**src/rtl/pm_pkg.sv**
```systemverilog
package pm_pkg;

    typedef enum logic [1:0] {
        ST_OFF   = 2'd0,
        ST_ARM   = 2'd1,
        ST_MARK  = 2'd2,
        ST_SPACE = 2'd3
    } pm_state_e;

    typedef struct packed {
        logic irq_en;
        logic irq_on_period;
        logic rise_lead;
        logic run;
    } pm_ctrl_t;

    localparam logic [1:0] ADDR_CTRL   = 2'd0;
    localparam logic [1:0] ADDR_STATUS = 2'd1;
    localparam logic [1:0] ADDR_WIDTH  = 2'd2;
    localparam logic [1:0] ADDR_PERIOD = 2'd3;

    localparam int CTRL_BITS   = 4;
    localparam int STATUS_BITS = 2;

endpackage

```
**src/rtl/pm_edge_sync.sv**
```systemverilog
module pm_edge_sync #(
    parameter int STAGES = 2
) (
    input  logic clk,
    input  logic rst_n,
    input  logic wave_i,
    input  logic rise_lead,
    output logic lead_o,
    output logic trail_o
);

    logic [STAGES-1:0] chain_q;
    logic              last_q;
    logic              level;
    logic              rise;
    logic              fall;

    always_ff @(posedge clk) begin
        if (!rst_n) begin
            chain_q[0] <= 1'b0;
        end else begin
            chain_q[0] <= wave_i;
        end
    end

    for (genvar g = 1; g < STAGES; g++) begin : g_stage
        always_ff @(posedge clk) begin
            if (!rst_n) begin
                chain_q[g] <= 1'b0;
            end else begin
                chain_q[g] <= chain_q[g-1];
            end
        end
    end

    assign level = chain_q[STAGES-1];

    always_ff @(posedge clk) begin
        if (!rst_n) begin
            last_q <= 1'b0;
        end else begin
            last_q <= level;
        end
    end

    always_comb begin
        rise    = level & ~last_q;
        fall    = ~level & last_q;
        lead_o  = rise_lead ? rise : fall;
        trail_o = rise_lead ? fall : rise;
    end

    p_edges_exclusive_r5: assert property (@(posedge clk) disable iff (!rst_n)
        !(lead_o && trail_o));

endmodule

```
**src/rtl/pm_fsm.sv**
```systemverilog
module pm_fsm
    import pm_pkg::*;
#(
    parameter int CNT_W = 32
) (
    input  logic             clk,
    input  logic             rst_n,
    input  logic             run,
    input  logic             lead,
    input  logic             trail,
    output logic             width_we,
    output logic             period_we,
    output logic             ovf_evt,
    output logic [CNT_W-1:0] cap_val
);

    localparam logic [CNT_W-1:0] CNT_ONE = {{(CNT_W-1){1'b0}}, 1'b1};

    pm_state_e        state_q;
    pm_state_e        state_d;
    logic [CNT_W-1:0] cnt_q;
    logic [CNT_W-1:0] cnt_d;
    logic             at_max;

    assign at_max  = &cnt_q;
    assign cap_val = {1'b0, cnt_q[CNT_W-1:1]};

    always_ff @(posedge clk) begin
        if (!rst_n) begin
            state_q <= ST_OFF;
            cnt_q   <= '0;
        end else begin
            state_q <= state_d;
            cnt_q   <= cnt_d;
        end
    end

    always_comb begin
        state_d = state_q;
        unique case (state_q)
            ST_OFF: begin
                if (run) state_d = ST_ARM;
            end
            ST_ARM: begin
                if (!run)      state_d = ST_OFF;
                else if (lead) state_d = ST_MARK;
            end
            ST_MARK: begin
                if (!run || at_max) state_d = ST_OFF;
                else if (trail)     state_d = ST_SPACE;
            end
            ST_SPACE: begin
                if (!run || at_max) state_d = ST_OFF;
                else if (lead)      state_d = ST_MARK;
            end
            default: state_d = ST_OFF;
        endcase
    end

    always_comb begin
        cnt_d     = '0;
        width_we  = 1'b0;
        period_we = 1'b0;
        ovf_evt   = 1'b0;
        unique case (state_q)
            ST_OFF: begin
                cnt_d = '0;
            end
            ST_ARM: begin
                if (run && lead) cnt_d = CNT_ONE;
            end
            ST_MARK: begin
                if (run) begin
                    if (at_max) begin
                        ovf_evt = 1'b1;
                    end else begin
                        cnt_d    = cnt_q + CNT_ONE;
                        width_we = trail;
                    end
                end
            end
            ST_SPACE: begin
                if (run) begin
                    if (at_max) begin
                        ovf_evt = 1'b1;
                    end else if (lead) begin
                        cnt_d     = CNT_ONE;
                        period_we = 1'b1;
                    end else begin
                        cnt_d = cnt_q + CNT_ONE;
                    end
                end
            end
            default: cnt_d = '0;
        endcase
    end

    p_arm_idle_r2: assert property (@(posedge clk) disable iff (!rst_n)
        (state_q == ST_ARM) |-> (cnt_q == '0));

    p_restart_r4: assert property (@(posedge clk) disable iff (!rst_n)
        (state_q == ST_SPACE && run && lead && !at_max) |=> (cnt_q == CNT_ONE));

    p_single_capture_r3: assert property (@(posedge clk) disable iff (!rst_n)
        !(width_we && period_we));

    p_overflow_stops_r8: assert property (@(posedge clk) disable iff (!rst_n)
        ovf_evt |=> (state_q == ST_OFF));

endmodule

```
**src/rtl/pm_regs.sv**
```systemverilog
module pm_regs
    import pm_pkg::*;
#(
    parameter int CNT_W = 32
) (
    input  logic             clk,
    input  logic             rst_n,
    input  logic             wr_en,
    input  logic [1:0]       wr_addr,
    input  logic [CNT_W-1:0] wr_data,
    input  logic [1:0]       rd_addr,
    output logic [CNT_W-1:0] rd_data,
    input  logic             width_we,
    input  logic             period_we,
    input  logic             ovf_evt,
    input  logic [CNT_W-1:0] cap_val,
    output pm_ctrl_t         ctrl_o,
    output logic             irq_o
);

    pm_ctrl_t         ctrl_q;
    logic             irq_q;
    logic             ovf_q;
    logic [CNT_W-1:0] width_q;
    logic [CNT_W-1:0] period_q;
    logic             ctrl_wr;
    logic             clr_irq;
    logic             clr_ovf;
    logic             irq_set;
    logic             unused_wr_bits;

    assign unused_wr_bits = ^wr_data[CNT_W-1:CTRL_BITS];

    assign ctrl_wr = wr_en && (wr_addr == ADDR_CTRL);
    assign clr_irq = wr_en && (wr_addr == ADDR_STATUS) && wr_data[0];
    assign clr_ovf = wr_en && (wr_addr == ADDR_STATUS) && wr_data[1];
    assign irq_set = ovf_evt
                   || (width_we  && !ctrl_q.irq_on_period)
                   || (period_we &&  ctrl_q.irq_on_period);

    always_ff @(posedge clk) begin
        if (!rst_n) begin
            ctrl_q <= '0;
        end else begin
            if (ctrl_wr) ctrl_q <= pm_ctrl_t'(wr_data[CTRL_BITS-1:0]);
            if (ovf_evt) ctrl_q.run <= 1'b0;
        end
    end

    always_ff @(posedge clk) begin
        if (!rst_n) begin
            irq_q <= 1'b0;
            ovf_q <= 1'b0;
        end else begin
            irq_q <= (irq_q && !clr_irq) || irq_set;
            ovf_q <= (ovf_q && !clr_ovf) || ovf_evt;
        end
    end

    always_ff @(posedge clk) begin
        if (!rst_n) begin
            width_q  <= '0;
            period_q <= '0;
        end else begin
            if (width_we)  width_q  <= cap_val;
            if (period_we) period_q <= cap_val;
        end
    end

    always_comb begin
        rd_data = '0;
        unique case (rd_addr)
            ADDR_CTRL:   rd_data[CTRL_BITS-1:0]   = ctrl_q;
            ADDR_STATUS: rd_data[STATUS_BITS-1:0] = {ovf_q, irq_q};
            ADDR_WIDTH:  rd_data = width_q;
            ADDR_PERIOD: rd_data = period_q;
            default:     rd_data = '0;
        endcase
    end

    assign ctrl_o = ctrl_q;
    assign irq_o  = irq_q && ctrl_q.irq_en;

    p_sticky_irq_r9: assert property (@(posedge clk) disable iff (!rst_n)
        (irq_q && !clr_irq) |=> irq_q);

    p_set_beats_clear_r9: assert property (@(posedge clk) disable iff (!rst_n)
        ovf_evt |=> (ovf_q && irq_q));

    p_ovf_clears_run_r8: assert property (@(posedge clk) disable iff (!rst_n)
        ovf_evt |=> !ctrl_q.run);

    p_width_hold_r11: assert property (@(posedge clk) disable iff (!rst_n)
        !width_we |=> $stable(width_q));

    p_period_hold_r11: assert property (@(posedge clk) disable iff (!rst_n)
        !period_we |=> $stable(period_q));

endmodule

```
**src/rtl/pulse_meter.sv**
```systemverilog
module pulse_meter
    import pm_pkg::*;
#(
    parameter int CNT_W       = 32,
    parameter int SYNC_STAGES = 2
) (
    input  logic             clk,
    input  logic             rst_n,
    input  logic             wave_i,
    input  logic             wr_en,
    input  logic [1:0]       wr_addr,
    input  logic [CNT_W-1:0] wr_data,
    input  logic [1:0]       rd_addr,
    output logic [CNT_W-1:0] rd_data,
    output logic             irq_o
);

    pm_ctrl_t         ctrl;
    logic             lead;
    logic             trail;
    logic             width_we;
    logic             period_we;
    logic             ovf_evt;
    logic [CNT_W-1:0] cap_val;

    pm_edge_sync #(
        .STAGES (SYNC_STAGES)
    ) u_sync (
        .clk       (clk),
        .rst_n     (rst_n),
        .wave_i    (wave_i),
        .rise_lead (ctrl.rise_lead),
        .lead_o    (lead),
        .trail_o   (trail)
    );

    pm_fsm #(
        .CNT_W (CNT_W)
    ) u_fsm (
        .clk       (clk),
        .rst_n     (rst_n),
        .run       (ctrl.run),
        .lead      (lead),
        .trail     (trail),
        .width_we  (width_we),
        .period_we (period_we),
        .ovf_evt   (ovf_evt),
        .cap_val   (cap_val)
    );

    pm_regs #(
        .CNT_W (CNT_W)
    ) u_regs (
        .clk       (clk),
        .rst_n     (rst_n),
        .wr_en     (wr_en),
        .wr_addr   (wr_addr),
        .wr_data   (wr_data),
        .rd_addr   (rd_addr),
        .rd_data   (rd_data),
        .width_we  (width_we),
        .period_we (period_we),
        .ovf_evt   (ovf_evt),
        .cap_val   (cap_val),
        .ctrl_o    (ctrl),
        .irq_o     (irq_o)
    );

    p_irq_needs_enable_r10: assert property (@(posedge clk) disable iff (!rst_n)
        irq_o |-> ctrl.irq_en);

endmodule

```
**config.mk**
```make
export PLATFORM = sky130hd
export DESIGN_NAME = pulse_meter
export DESIGN_NICKNAME = d
export VERILOG_FILES = /design/src/rtl/pm_pkg.sv /design/src/rtl/pm_edge_sync.sv /design/src/rtl/pm_fsm.sv /design/src/rtl/pm_regs.sv /design/src/rtl/pulse_meter.sv
export SDC_FILE = /design/constraint.sdc
export NUM_CORES = 1
export LEC_CHECK = 0
export BUFFER_PORTS_ARGS = -buffer_cell sky130_fd_sc_hd__buf_4
export CORE_UTILIZATION = 52
export DETAILED_ROUTE_END_ITERATION = 16
export PLACE_DENSITY = 0.75
export SETUP_SLACK_MARGIN = 0.4
export SLEW_MARGIN = 20
export SYNTH_ARGS = -nofsm -noshare
export SYNTH_HDL_FRONTEND = slang
export SYNTH_SLANG_ARGS = --single-unit
```
**constraint.sdc**
```tcl
create_clock -name clk -period 2.2 [get_ports clk]
set_input_delay 0 -clock clk [delete_from_list [all_inputs] [get_ports clk]]
set_output_delay 0 -clock clk [all_outputs]
set_load 0.01 [all_outputs]
```
==> impl_metrics.env <==
export IMPL_clock_fmax_mhz=559.4
export IMPL_fillCellCount=735
export IMPL_cts_root_buf="clkbuf_8"
export IMPL_cp_start_kind="register"
export IMPL_period_minus_slack_ns=1.788
export IMPL_crit_required_ns=2.47
export IMPL_drive_gt1_share_pct=31.96
export IMPL_ys_seq_area_share_pct=42.53
export IMPL_synth_cell_area_sq_um=4942
export IMPL_crit_path_end_kind="register"
export IMPL_fin_skew_ns=0.01316
export IMPL_clkTransAtPathRegs_ns=0.10
export IMPL_final_seq_area_sq_um=2155
export IMPL_grt_max_degree=50
export IMPL_layout_nets=668
export IMPL_layout_common_cells="111 x nand2_1, 83 x dfxtp_1, 74 x buf_4"
export IMPL_slew_violations=0
export IMPL_syn_avg_cell_area_sq_um=8.810
export IMPL_synth_top_area_cell="dfxtp_1"
export IMPL_areaGrowthSynthToFinish_pct=24.96
export IMPL_grt_pass1_vias=3809
export IMPL_gp_congestion=0.8139
export IMPL_tns_ns=0
export IMPL_pin_count=73
export IMPL_die_height_microns=99.49
export IMPL_dieArea_sq_um=9898
export IMPL_switching_share_pct=22.69
export IMPL_firstDrtPassIters=5
export IMPL_cts_tree="built"
export IMPL_vdd_drop_max_mv=0.3864
export IMPL_pre_cts_slack_ns=0.1631
export IMPL_hold_path_class="primary input to register"
export IMPL_clock_path_buffers=2
export IMPL_cts_made_buffers=9
export IMPL_critPathArrivalTime_ns=2.05
export IMPL_p_seq_share_pct=59.2
export IMPL_ys_seq_elements=105
export IMPL_cap_violations=0
export IMPL_p_clk_share_pct=37.1
export IMPL_crit_start="u_fsm.cnt_q[18]"
export IMPL_htree_levels=3
export IMPL_hold_viol_final=0
export IMPL_die_w_microns=99.49
export IMPL_run_status="complete, no violations"
export IMPL_ys_flop_type="dfxtp_1"
export IMPL_grt_pass1_wl_microns=18030
export IMPL_diodes=0
export IMPL_routed_via_count=4105
export IMPL_setup_violations=0
export IMPL_yosys_warnings=0
export IMPL_internal_power_uw=2481
export IMPL_core_sq_um=9240
export IMPL_hold_start="wr_addr[0]"
export IMPL_ys_top_cells_by_area="dfxtp_1 43%, nand2_1 9.9%, a21boi_0 6.1%"
export IMPL_multi_input_area_sq_um=2806
export IMPL_num_rows=35
export IMPL_cp_max_fo=7
export IMPL_cts_sinks=105
export IMPL_power_leakage_uw=0.002289
export IMPL_synth_fp_nets=602
export IMPL_insertion_delay_ns=0.37
export IMPL_switchingPower_uw=728.4
export IMPL_synthCells=561
export IMPL_p_comb_share_pct=3.7
export IMPL_antenna_found_initial=0
export IMPL_grt_overflow_total=0
export IMPL_fin_crit_sh_pct=81.25
export IMPL_worst_slew_pin_slew_ns=0.7661
export IMPL_grtUsageTotal_pct=22.92
export IMPL_drtIter0Drc=104
export IMPL_ys_types=52
export IMPL_synth_top_cell_area_share_pct=42.53
export IMPL_drc=0
export IMPL_start_util_pct=53.49
export IMPL_ant_nets=0
export IMPL_port_buffers=43
export IMPL_setup_slack_ns=0.4124
export IMPL_max_slew_margin_pct=48.82
export IMPL_route_detailed_vias_per_inst=5.394
export IMPL_rsz0062_at_grt="yes"
export IMPL_crit_type="register to register"
export IMPL_r2r_start="u_fsm.cnt_q[18]"
export IMPL_avgRoutedWirePerCell_microns=15.07
export IMPL_final_common_cell="nand2_1"
export IMPL_routed_wl_microns=11470
export IMPL_power_density_nw_per_um2=519.7
export IMPL_synth_edf_count=0
export IMPL_async_reset_ff_share_pct=0
export IMPL_dp_hpwl_microns=6734
-- cells in the mapped netlist (2+ instances only) --
master    count
nand4b_1      2
dfxtp_1     105
xor2_1       22
buf_4         4
xnor2_1       7
a21boi_0     40
and2_1        8
or3_1         2
mux2_2        2
a31oi_1       8
buf_6         2
buf_1         3
clkbuf_1     16
nand3_1      15
mux4_2        2
nand2b_1      4
o21ai_0       6
buf_2        12
o221a_2       4
inv_1         4
a22o_1        2
nor2b_1      30
nand4_1      10
mux2i_1      30
and3_1        4
nand2_1     131
a31o_2        2
nor3_1        2
a21boi_2     20
nor2_1       38
buf_8         2
and4_1        2
-- layout make-up --
class	count	share of cell area, %
multi-input cells	412	45.44
flip-flops and latches	105	34.89
repair buffers	95	13.65
well taps	129	2.613
clock inverters	7	1.155
inverters	4	0.2431
clock buffers	9	2.006
-- path summary, 6_finish.rpt --
check                         to  slack, ns  depth (start not counted)
min reg2reg         u_sync.level       0.45                          1
min                 u_regs.irq_q       0.01                          4
max          u_regs.period_q[11]       0.41                          9
max reg2reg  u_regs.period_q[11]       0.41                          9
-- layer usage --
metal	up-vias	routed length, microns	GRT usage [%]
met4	0	158	8.937
met1	2006	5250	29.35
met3	15	299	3.373
met5	-	0	0
li1	2014	-	-
met2	70	5764	39.05
-- flip-flops by register name (all words and copies together) (netlist names), 2 cells and up --
name and cells:
u_fsm.cnt_q 32, u_fsm.state_q 2, u_regs.ctrl_o 4, u_regs.period_q 31, u_regs.width_q 31
-- per-stage QoR --
stage	cell area (sq um)	power, uW	utilization [%]	std cells	hold WS (ns)
after floorplan	4975	2036	-	561	0.1273
after global placement	5428	2065	58.74	717	0.2147
after detailed placement	5428	2067	58.74	717	0.2178
after CTS	5821	3232	62.99	748	0.0002757
after global routing	6176	3305	66.84	761	0.04595
final	6176	3210	66.84	761	0.01198
-- worst max-delay path, cell delays in order, from the launching register on --
cell and delay [ns]:
dfxtp_2 0.39, nand4_1 0.16, nor4_2 0.28, buf_4 0.19
buf_4 0.14, a31oi_4 0.09, buf_12 0.16, clkbuf_16 0.16
nand2_2 0.06, a21boi_2 0.04
-- power by group through the flow --
stage	sequential [uW]	clock [uW]	combinational (uW)
CTS	1910	1210	118
floorplan	1950	0	82.6
detailed placement	1950	0	113
finish	1900	1190	119
global placement	1950	0	111
global route	1900	1280	129
-- cells by family (layout without fill, tap and decap cells) --
family / after synthesis / after routing / synth area share, %
AOI/OAI and AO/OA: 89 / 89 / 14.86
xor gates and xnor gates: 29 / 29 / 5.139
adders and majority gates: 1 / 1 / 0.2531
muxes: 34 / 34 / 7.443
buffers and inverters: 44 / 115 / 4.734
other: 1 / 1 / 0.07588
DFF: 105 / 105 / 42.53
and+or+nand+nor: 258 / 258 / 24.96
-- timing repair --
item                                    in CTS  in global routing
hold buffers                                 4                  0
endpoints found under the setup margin      96                 97
endpoints found under the hold margin        4                  0
gates resized for setup                     29                 95
buffers inserted                             9                  9
pin swaps                                    2                 19
gates cloned                                 2                  4
(Power assumes the default switching activity.)
